## src/rtl/afc_pkg.sv

```systemverilog
package afc_pkg;

   typedef enum logic [1:0] {
      CLS_SYNC  = 2'd0,
      CLS_ASYNC = 2'd1,
      CLS_DEBUG = 2'd2
   } fault_cls_e;

   typedef enum logic [1:0] {
      LOC_CACHE = 2'd0,
      LOC_BUS   = 2'd1,
      LOC_TCM_A = 2'd2,
      LOC_TCM_B = 2'd3
   } err_loc_e;

   // status word field positions
   localparam int unsigned ST_CODE_MAX = 5;
   localparam int unsigned ST_WR_BIT   = 5;
   localparam int unsigned ST_CLS_LSB  = 6;

   // auxiliary word field positions
   localparam int unsigned AUX_RECOV_BIT = 0;
   localparam int unsigned AUX_LOC_LSB   = 1;
   localparam int unsigned AUX_WAY_LSB   = 4;
   localparam int unsigned AUX_WAY_MAX   = 4;
   localparam int unsigned AUX_SET_LSB   = 8;

   // read select map
   localparam int unsigned NUM_WORDS = 8;
   localparam int unsigned SEL_RET   = 6;
   localparam int unsigned SEL_STATE = 7;

endpackage

```

## src/rtl/afc_pending.sv

```systemverilog
module afc_pending #(
   parameter int PW = 8
) (
   input  logic          clk,
   input  logic          rst_n,
   input  logic          sync_valid,
   input  logic          async_valid,
   input  logic [PW-1:0] in_pkt,
   output logic          async_go,
   output logic          pend_v,
   output logic [PW-1:0] go_pkt
);

   logic [PW-1:0] pend_q;

   assign async_go = !sync_valid && (pend_v || async_valid);
   assign go_pkt   = pend_v ? pend_q : in_pkt;

   always_ff @(posedge clk) begin
      if (!rst_n) begin
         pend_v <= 1'b0;
         pend_q <= '0;
      end else if (sync_valid) begin
         if (async_valid) begin
            pend_v <= 1'b1;
            pend_q <= in_pkt;
         end
      end else if (pend_v) begin
         pend_v <= async_valid;
         if (async_valid) pend_q <= in_pkt;
      end else begin
         pend_v <= 1'b0;
      end
   end

endmodule

```

## src/rtl/afc_side_regs.sv

```systemverilog
module afc_side_regs #(
   parameter int AW     = 32,
   parameter int CODE_W = 5,
   parameter int WAY_W  = 2,
   parameter int SET_W  = 8
) (
   input  logic              clk,
   input  logic              rst_n,
   input  logic              st_we,
   input  logic [1:0]        st_cls_d,
   input  logic              st_wr_d,
   input  logic [CODE_W-1:0] st_code_d,
   input  logic              st_clr,
   input  logic              addr_we,
   input  logic [AW-1:0]     addr_d,
   input  logic              aux_we,
   input  logic              aux_recov_d,
   input  logic [1:0]        aux_loc_d,
   input  logic [WAY_W-1:0]  aux_way_d,
   input  logic [SET_W-1:0]  aux_set_d,
   output logic              st_v,
   output logic [1:0]        st_cls,
   output logic              st_wr,
   output logic [CODE_W-1:0] st_code,
   output logic              addr_v,
   output logic [AW-1:0]     addr_q,
   output logic              aux_v,
   output logic              aux_recov,
   output logic [1:0]        aux_loc,
   output logic [WAY_W-1:0]  aux_way,
   output logic [SET_W-1:0]  aux_set
);

   always_ff @(posedge clk) begin
      if (!rst_n) begin
         st_v    <= 1'b0;
         st_cls  <= '0;
         st_wr   <= 1'b0;
         st_code <= '0;
      end else if (st_we) begin
         st_v    <= 1'b1;
         st_cls  <= st_cls_d;
         st_wr   <= st_wr_d;
         st_code <= st_code_d;
      end else if (st_clr) begin
         st_v    <= 1'b0;
      end
   end

   always_ff @(posedge clk) begin
      if (!rst_n) begin
         addr_v <= 1'b0;
         addr_q <= '0;
      end else if (addr_we) begin
         addr_v <= 1'b1;
         addr_q <= addr_d;
      end
   end

   always_ff @(posedge clk) begin
      if (!rst_n) begin
         aux_v     <= 1'b0;
         aux_recov <= 1'b0;
         aux_loc   <= '0;
         aux_way   <= '0;
         aux_set   <= '0;
      end else if (aux_we) begin
         aux_v     <= 1'b1;
         aux_recov <= aux_recov_d;
         aux_loc   <= aux_loc_d;
         aux_way   <= aux_way_d;
         aux_set   <= aux_set_d;
      end
   end

endmodule

```

## src/rtl/afc_read_port.sv

```systemverilog
module afc_read_port #(
   parameter  int NREG  = 8,
   parameter  int DW    = 32,
   localparam int SEL_W = $clog2(NREG)
) (
   input  logic                  clk,
   input  logic                  rst_n,
   input  logic [SEL_W-1:0]      sel,
   input  logic [NREG-1:0][DW:0] words,
   output logic                  rd_valid,
   output logic [DW-1:0]         rd_data
);

   always_ff @(posedge clk) begin
      if (!rst_n) begin
         rd_valid <= 1'b0;
         rd_data  <= '0;
      end else begin
         {rd_valid, rd_data} <= words[sel];
      end
   end

endmodule

```

## src/rtl/abort_fault_capture.sv

```systemverilog
module abort_fault_capture
   import afc_pkg::*;
#(
   parameter int AW     = 32,
   parameter int DW     = 32,
   parameter int SW     = 32,
   parameter int CODE_W = 5,
   parameter int WAY_W  = 2,
   parameter int SET_W  = 8
) (
   input  logic              clk,
   input  logic              rst_n,
   input  logic              sync_valid,
   input  logic              sync_side,
   input  logic              sync_debug,
   input  logic              sync_write,
   input  logic [CODE_W-1:0] sync_code,
   input  logic [AW-1:0]     sync_addr,
   input  logic              sync_recov,
   input  logic [1:0]        sync_loc,
   input  logic [WAY_W-1:0]  sync_way,
   input  logic              async_valid,
   input  logic              async_write,
   input  logic [CODE_W-1:0] async_code,
   input  logic              async_recov,
   input  logic [1:0]        async_loc,
   input  logic [SET_W-1:0]  async_set,
   input  logic [WAY_W-1:0]  async_way,
   input  logic [AW-1:0]     exc_ret_addr,
   input  logic [SW-1:0]     exc_state,
   input  logic              wr_en,
   input  logic [2:0]        wr_sel,
   input  logic [2:0]        rd_sel,
   output logic              rd_valid,
   output logic [DW-1:0]     rd_data
);

   localparam int PW = CODE_W + 1 + 1 + 2 + WAY_W + SET_W;

   // elaboration-time parameter checks
   if (CODE_W > ST_CODE_MAX) begin : g_bad_code
      $error("CODE_W exceeds status code field");
   end
   if (WAY_W > AUX_WAY_MAX) begin : g_bad_way
      $error("WAY_W exceeds auxiliary way field");
   end
   if (AUX_SET_LSB + SET_W > DW) begin : g_bad_set
      $error("SET_W does not fit the read word");
   end
   if (AW > DW || SW > DW) begin : g_bad_width
      $error("address or state wider than the read word");
   end

   function automatic logic [DW-1:0] fmt_status(input logic [1:0] cls, input logic wr,
                                                input logic [CODE_W-1:0] code);
      logic [DW-1:0] r;
      r = '0;
      r[CODE_W-1:0] = code;
      r[ST_WR_BIT] = wr;
      r[ST_CLS_LSB +: 2] = cls;
      return r;
   endfunction

   function automatic logic [DW-1:0] fmt_aux(input logic recov, input logic [1:0] loc,
                                             input logic [WAY_W-1:0] way,
                                             input logic [SET_W-1:0] set);
      logic [DW-1:0] r;
      r = '0;
      r[AUX_RECOV_BIT] = recov;
      r[AUX_LOC_LSB +: 2] = loc;
      if (loc == LOC_CACHE) begin
         r[AUX_WAY_LSB +: WAY_W] = way;
         r[AUX_SET_LSB +: SET_W] = set;
      end
      return r;
   endfunction

   function automatic logic [DW-1:0] widen_addr(input logic [AW-1:0] a);
      logic [DW-1:0] r;
      r = '0;
      r[AW-1:0] = a;
      return r;
   endfunction

   function automatic logic [DW-1:0] widen_state(input logic [SW-1:0] s);
      logic [DW-1:0] r;
      r = '0;
      r[SW-1:0] = s;
      return r;
   endfunction

   // asynchronous hold slot
   logic              async_go;
   logic              pend_v;
   logic [PW-1:0]     go_pkt;
   logic              a_wr, a_recov;
   logic [CODE_W-1:0] a_code;
   logic [1:0]        a_loc;
   logic [WAY_W-1:0]  a_way;
   logic [SET_W-1:0]  a_set;

   afc_pending #(.PW(PW)) u_pend (
      .clk        (clk),
      .rst_n      (rst_n),
      .sync_valid (sync_valid),
      .async_valid(async_valid),
      .in_pkt     ({async_code, async_write, async_recov, async_loc, async_way, async_set}),
      .async_go   (async_go),
      .pend_v     (pend_v),
      .go_pkt     (go_pkt)
   );

   assign {a_code, a_wr, a_recov, a_loc, a_way, a_set} = go_pkt;

   // per-side register sets
   logic [1:0]                   st_v, st_wr, addr_v, aux_v, aux_recov;
   logic [1:0][1:0]              st_cls, aux_loc;
   logic [1:0][CODE_W-1:0]       st_code;
   logic [1:0][AW-1:0]           side_addr;
   logic [1:0][WAY_W-1:0]        aux_way;
   logic [1:0][SET_W-1:0]        aux_set;
   logic [NUM_WORDS-1:0][DW:0]   rd_words;

   for (genvar g = 0; g < 2; g++) begin : g_side
      localparam bit IS_D = (g == 1);
      logic       sv, a_here;
      logic [1:0] cls_d;

      assign sv     = sync_valid && (sync_side == IS_D);
      assign a_here = IS_D && async_go;
      assign cls_d  = sv ? (sync_debug ? CLS_DEBUG : CLS_SYNC) : CLS_ASYNC;

      afc_side_regs #(.AW(AW), .CODE_W(CODE_W), .WAY_W(WAY_W), .SET_W(SET_W)) u_regs (
         .clk        (clk),
         .rst_n      (rst_n),
         .st_we      (sv || a_here),
         .st_cls_d   (cls_d),
         .st_wr_d    (sv ? sync_write : a_wr),
         .st_code_d  (sv ? sync_code : a_code),
         .st_clr     (wr_en && (wr_sel == 3'(g))),
         .addr_we    (sv && !sync_debug),
         .addr_d     (sync_addr),
         .aux_we     ((sv && !sync_debug) || a_here),
         .aux_recov_d(sv ? sync_recov : a_recov),
         .aux_loc_d  (sv ? sync_loc : a_loc),
         .aux_way_d  (sv ? sync_way : a_way),
         .aux_set_d  (sv ? '0 : a_set),
         .st_v       (st_v[g]),
         .st_cls     (st_cls[g]),
         .st_wr      (st_wr[g]),
         .st_code    (st_code[g]),
         .addr_v     (addr_v[g]),
         .addr_q     (side_addr[g]),
         .aux_v      (aux_v[g]),
         .aux_recov  (aux_recov[g]),
         .aux_loc    (aux_loc[g]),
         .aux_way    (aux_way[g]),
         .aux_set    (aux_set[g])
      );

      assign rd_words[g]     = {st_v[g], fmt_status(st_cls[g], st_wr[g], st_code[g])};
      assign rd_words[2 + g] = {addr_v[g], widen_addr(side_addr[g])};
      assign rd_words[4 + g] = {aux_v[g], fmt_aux(aux_recov[g], aux_loc[g], aux_way[g], aux_set[g])};
   end

   // return address and saved state
   logic          ret_v;
   logic [AW-1:0] ret_q;
   logic [SW-1:0] state_q;

   always_ff @(posedge clk) begin
      if (!rst_n) begin
         ret_v   <= 1'b0;
         ret_q   <= '0;
         state_q <= '0;
      end else if (sync_valid || async_go) begin
         ret_v   <= 1'b1;
         ret_q   <= exc_ret_addr;
         state_q <= exc_state;
      end
   end

   assign rd_words[SEL_RET]   = {ret_v, widen_addr(ret_q)};
   assign rd_words[SEL_STATE] = {ret_v, widen_state(state_q)};

   afc_read_port #(.NREG(NUM_WORDS), .DW(DW)) u_rd (
      .clk     (clk),
      .rst_n   (rst_n),
      .sel     (rd_sel),
      .words   (rd_words),
      .rd_valid(rd_valid),
      .rd_data (rd_data)
   );

endmodule

```

## config.mk

```make
export PLATFORM = sky130hd
export DESIGN_NAME = abort_fault_capture
export DESIGN_NICKNAME = d
export VERILOG_FILES = /design/src/rtl/afc_pkg.sv /design/src/rtl/afc_pending.sv /design/src/rtl/afc_side_regs.sv /design/src/rtl/afc_read_port.sv /design/src/rtl/abort_fault_capture.sv
export SDC_FILE = /design/constraint.sdc
export NUM_CORES = 1
export LEC_CHECK = 0
export BUFFER_PORTS_ARGS = -buffer_cell sky130_fd_sc_hd__buf_2
export CORE_MARGIN = 3
export CORE_UTILIZATION = 55
export DETAILED_ROUTE_END_ITERATION = 12
export PLACE_DENSITY_LB_ADDON = 0.08
export REMOVE_ABC_BUFFERS = 1
export SETUP_SLACK_MARGIN = 0.5
export SLEW_MARGIN = 20
export SYNTH_ARGS = -nofsm -noshare
export SYNTH_HDL_FRONTEND = slang
export SYNTH_SLANG_ARGS = --single-unit
```

## constraint.sdc

```tcl
create_clock -name clk -period 2.2 [get_ports clk]
set_input_delay 0.66 -clock clk [delete_from_list [all_inputs] [get_ports clk]]
set_output_delay 0.66 -clock clk [all_outputs]
set_load 0.01 [all_outputs]
```

Word-level counts from Yosys, hierarchy flattened

Cells that the tools add are included.

Register bits: 229
Word-level logic and storage cells: 80

$lt $le $gt $ge: 1
Equal/unequal tests: 2
Mux-type cells: 29
Bitwise gates (word level): 1
Reductions and logical operators: 19

Operators with widths:

| cell               | number |
|---|---|
| $bmux 33 s3        | 1 |
| $mux 19            | 4 |
| $mux 33            | 1 |
| $mux 8             | 4 |
| $mux 2             | 8 |
| $mux 1             | 10 |
| $logic_and 1x1->1  | 7 |
| $reduce_bool 2->1  | 3 |
| $mux 5             | 1 |
| $logic_not 2->1    | 2 |
| $logic_or 1x1->1   | 4 |
| $lt 3x4->1 const B | 1 |
| $eq 3x1->1 const B | 1 |
| $logic_not 3->1    | 1 |
| $logic_not 1->1    | 2 |
| $ne 2x1->1 const B | 1 |
| $not 1->1          | 1 |

Longest topological paths before layout

Depth after elaboration: 4
Gate-level depth with buffers: 7

Hierarchy

From an unflattened synthesis, not the netlist that was laid out.

Cell total of the unflattened synthesis: 1,099
Area total of the unflattened synthesis: 11,491.0 µm²

By module, submodules not included:

| module              | instances | cells an instance | area an instance (µm²) | sequential area each (µm²) |
|---|---|---|---|---|
| afc_side_regs       | 2         | 179               | 2,142.1                | 1,121.1 |
| afc_read_port       | 1         | 261               | 3,110.5                | 660.6 |
| abort_fault_capture | 1         | 370               | 3,070.4                | 1,301.2 |
| afc_pending         | 1         | 110               | 1,026.0                | 400.4 |

Worst setup path after synthesis

No wires, ideal clock.

Path kind: input-to-reg
Start: input rd_sel[0]
End: register u_rd.rd_data[18]
Library setup time: 115 ps
Arrival time: 1,814 ps
Required time: 2,085 ps
Path slack: 270 ps
Stages on the path: 4
Buffers on the path: 2
Cell sequence: buf_4 > buf_2 > mux4_2 > and3_1

Cells in the longest elaborated chain, start to end: 2

Ends and longest elaborated chain:

| item                          | RTL line                  | text |
|---|---|---|
| start, declared               | abort_fault_capture.sv:33 | `input logic [2:0] rd_sel,` |
| $bmux 33 s3                   | afc_read_port.sv:19       | `{rd_valid, rd_data} <= words[sel];` |
| $mux 33 (not written as such) | afc_read_port.sv:19       |  |
| end signal, assigned          | afc_read_port.sv:19       |  |
| end, declared                 | afc_read_port.sv:11       | `output logic [DW-1:0] rd_data` |

No other way between the ends. The select of a mux whose other input is x is not followed.
A chain may end at the register's enable or synchronous reset.

Worst setup path in the final report

Start: register u_rd.rd_data[15]
End: output rd_data[15]

RTL lines:

| item          | RTL line                  | text |
|---|---|---|
| end, declared | abort_fault_capture.sv:35 | `output logic [DW-1:0] rd_data` |

No word-level cell between the ends.

==> results.yml <==
flow_run:
  cap_violations: 0
logic_synthesis:
  netlist_area_sq_um: 9463
  ys_ff_latch: 228
  synth_fa_ha_area_share_pct: 0
  synth_top_family_by_area: "simple AND/OR/NAND/NOR gates"
  netlist_top_cells_area: "dfxtp_1 48%, nand2_1 14%, a21boi_0 12%"
  yosys.area_share.xor_xnor_pct: 0
  yosys_warnings: 0
  synth_edf_count: 0
  ys.flop_type: "dfxtp_1"
  ys_top_cells_by_count: "352 x nand2_1, 228 x dfxtp_1, 147 x a21boi_0, 41 x mux2i_1, 37 x clkbuf_1"
  synth_compound_area_share_pct: 18.22
  synth_cells: 1046
  yosysSeqAreaShare_pct: 48.23
  synthMuxAreaShare_pct: 10.29
  syn_area_per_cell_sq_um: 9.047
  synthArstFlopShare_pct: 0
  yosysTopAreaCell: "dfxtp_1"
  synth.most_common_cell: "nand2_1"
  yosysUniqueCellTypes: 40
  synth_top_area_share_pct: 48.23
  synth-simple-area-share_pct: 19.05
final_layout:
  drive_gt1_share_pct: 22.49
  finalNonFillerCells: 1426
  final_nets: 1328
  fill_cells: 1423
  area_growth_pct: 19.73
  finish.instance_area_sq_um: 11330
sta:
  setup_viol_count_final: 0
  tightest_slew_ps: 652.4
  finalHoldViolCount: 0
  min_period_over_period_pct: 75.78
  min_period_ps: 1667
  rsz0062_at_grt: "no"
  max-slew-margin-rel_pct: 56.34
  fmax_mhz: 599.8
  fin_worst_skew_ps: 12.26
  drv_slew: 0
worst_setup_path:
  cp_slowest_stage_delay_ps: 360
  crit_fanout: 1
  cp.required_ps: 1540
  cpLargestDelayFamily: "flip-flops"
  crit_buf_inv: 1
  worstSetupEndpointType: "output pin"
  worst-setup-path-type: "flop to output pin"
  slowest_stage: "dfxtp_1"
  start_kind: "flop"
  path_cells: "buf_2"
  critPathArrivalTime_ps: 1010
floorplan:
  die_w_microns: 137.2
  rows: 47
  dieArea_sq_um: 18820
  io_pins: 172
  die_h_microns: 137.2
  core_area_sq_um: 16700
  initial_utilization_pct: 56.66
route:
  via_count: 7650
  first_iter_violations: 429
  totalWireLength_microns: 23210
  drt-wirelength-per-cell_microns: 16.27
  ant_nets: 0
  vias_per_cell: 5.365
  post-route-drc-count: 0
  dr.pass1.iters: 7
placed_design:
  gp_congestion: 0.7966
  place.port_buffers: 171
  hpwl_microns: 15400
  dpl-instance-area_sq_um: 10520
  dp.cells: 1383
global_routing:
  grt.overflow.total: 0
  grt_max_degree: 120
  grt_pass1_vias: 7370
  grt_usage_pct: 24.52
  antenna_found_initial: 2
  grt_pass1_wl_microns: 37190
cts:
  cts_tree: "built"
  clkSinkCount: 228
  cts_setup_buffers: 0
  clk_pin_slew_ps: 60
  cts_buffer_depth: 3
  ctsHoldBuffers: 0
  worst_skew_pair.late_latency_ps: 510
  postCtsResizedCells: 2
  h-tree-depth: 1
  cts_root_buf: "clkbuf_16"
  cts_buffers: 24
power_and_ir_drop:
  power.total_mw: 9.446
  power.leakage_nw: 4.754
  power_density_nw_per_um2: 833.7
  peakVddDrop_v: 0.0006800
hold_path:
  hp-class: "input port to flop"
run_status:
  status: "completed"
area by class of cell:
class	instances	area, sq um	share of cell area [%]
Antenna cell	1	2.502	0.02209
Clock buffer	33	705.7	6.229
Clock inverter	9	98.84	0.8724
Inverter	6	22.52	0.1988
Multi-Input combinational cell	731	4507	39.78
Sequential cell	228	4567	40.31
Tap cell	220	275.3	2.430
Timing Repair Buffer	198	1151	10.16
stage by stage:
step	utilization (%)	hold WS (ps)	setup slack [ps]	TNS [ps]
after floorplan	-	427.5	-879.8	-69660
after global placement	62.99	438.7	205.7	0
after detailed placement	62.99	442.7	185.2	0
after CTS	67.82	376.9	513.1	0
after global routing	67.84	391.4	502.5	0
final	67.84	387.8	532.7	0
report_power, final:
| part | internal (mW) | switching [mW] | total, mW |
|---|---|---|---|
| clock network | 2.47 | 1.61 | 4.08 |
| registers | 4.33 | 0.106 | 4.44 |
| logic | 0.426 | 0.502 | 0.928 |
| total | 7.23 | 2.22 | 9.45 |
state kept, by name (all words and copies together) (netlist names):
register,cells
g_side.u_regs.addr_q,64
ret_q,32
state_q,32
u_rd.rd_data,32
u_pend.pend_q,19
g_side.u_regs.aux_set,16
g_side.u_regs.st_code,10
g_side.u_regs.aux_loc,4
g_side.u_regs.aux_way,4
g_side.u_regs.st_cls,3
g_side.u_regs.addr_v,2
g_side.u_regs.aux_recov,2
g_side.u_regs.st_v,2
g_side.u_regs.st_wr,2
g_side.u_regs.aux_v,1
ret_v,1
u_pend.pend_v,1
u_rd.rd_valid,1
cells in the final DEF, fill, tap and decap left out, types with 10 or more instances in the layout:
| cell | Yosys | layout |
|---|---|---|
| nand2_1 | 352 | 352 |
| dfxtp_1 | 228 | 226 |
| buf_2 | 33 | 169 |
| a21boi_0 | 147 | 147 |
| mux2i_1 | 41 | 41 |
| mux4_2 | 25 | 25 |
| and3_1 | 25 | 25 |
| clkbuf_16 | 0 | 25 |
| buf_4 | 8 | 22 |
| nor2_1 | 17 | 17 |
| a21boi_1 | 13 | 13 |
| o21ai_0 | 13 | 13 |
| nor2b_1 | 11 | 11 |
| o221ai_1 | 11 | 11 |
| a21oi_1 | 10 | 10 |
| a22o_1 | 10 | 10 |
path summary, 6_finish.rpt:
check	from	end	slack, ps	cells past startpoint
hold / removal	exc_state[9]	state_q[9]	390	3
setup / recovery	u_rd.rd_data[15]	rd_data[15]	530	1
setup reg to reg	u_pend.pend_v	g_side[1].u_regs.aux_way[1]	650	4
hold reg to reg	state_q[10]	state_q[10]	450	2
per-layer routing:
| layer | global-route usage, % | vias to the layer above | wire length [microns] | share of wire (%) |
|---|---|---|---|---|
| met5 | 0 | - | 9 | 0.039 |
| met4 | 5.710 | 2 | 493 | 2.1 |
| met3 | 4.127 | 38 | 1281 | 5.5 |
| met2 | 40.98 | 191 | 10890 | 47 |
| met1 | 33.47 | 3583 | 10530 | 45 |
| li1 | - | 3836 | - | - |
cell families after synthesis:
group,count (synthesis)
AOI/OAI and AO/OA,233
buffers and inverters,87
DFF,228
muxes,66
and+or+nand+nor,432
worst reg2reg max path: stages, from the launching register on:
cell,delay [ps]
dfxtp_2,460
nor3_4,90
a21oi_1,490
nand2_1,240
o22ai_1,210
(Power assumes the default switching activity.)
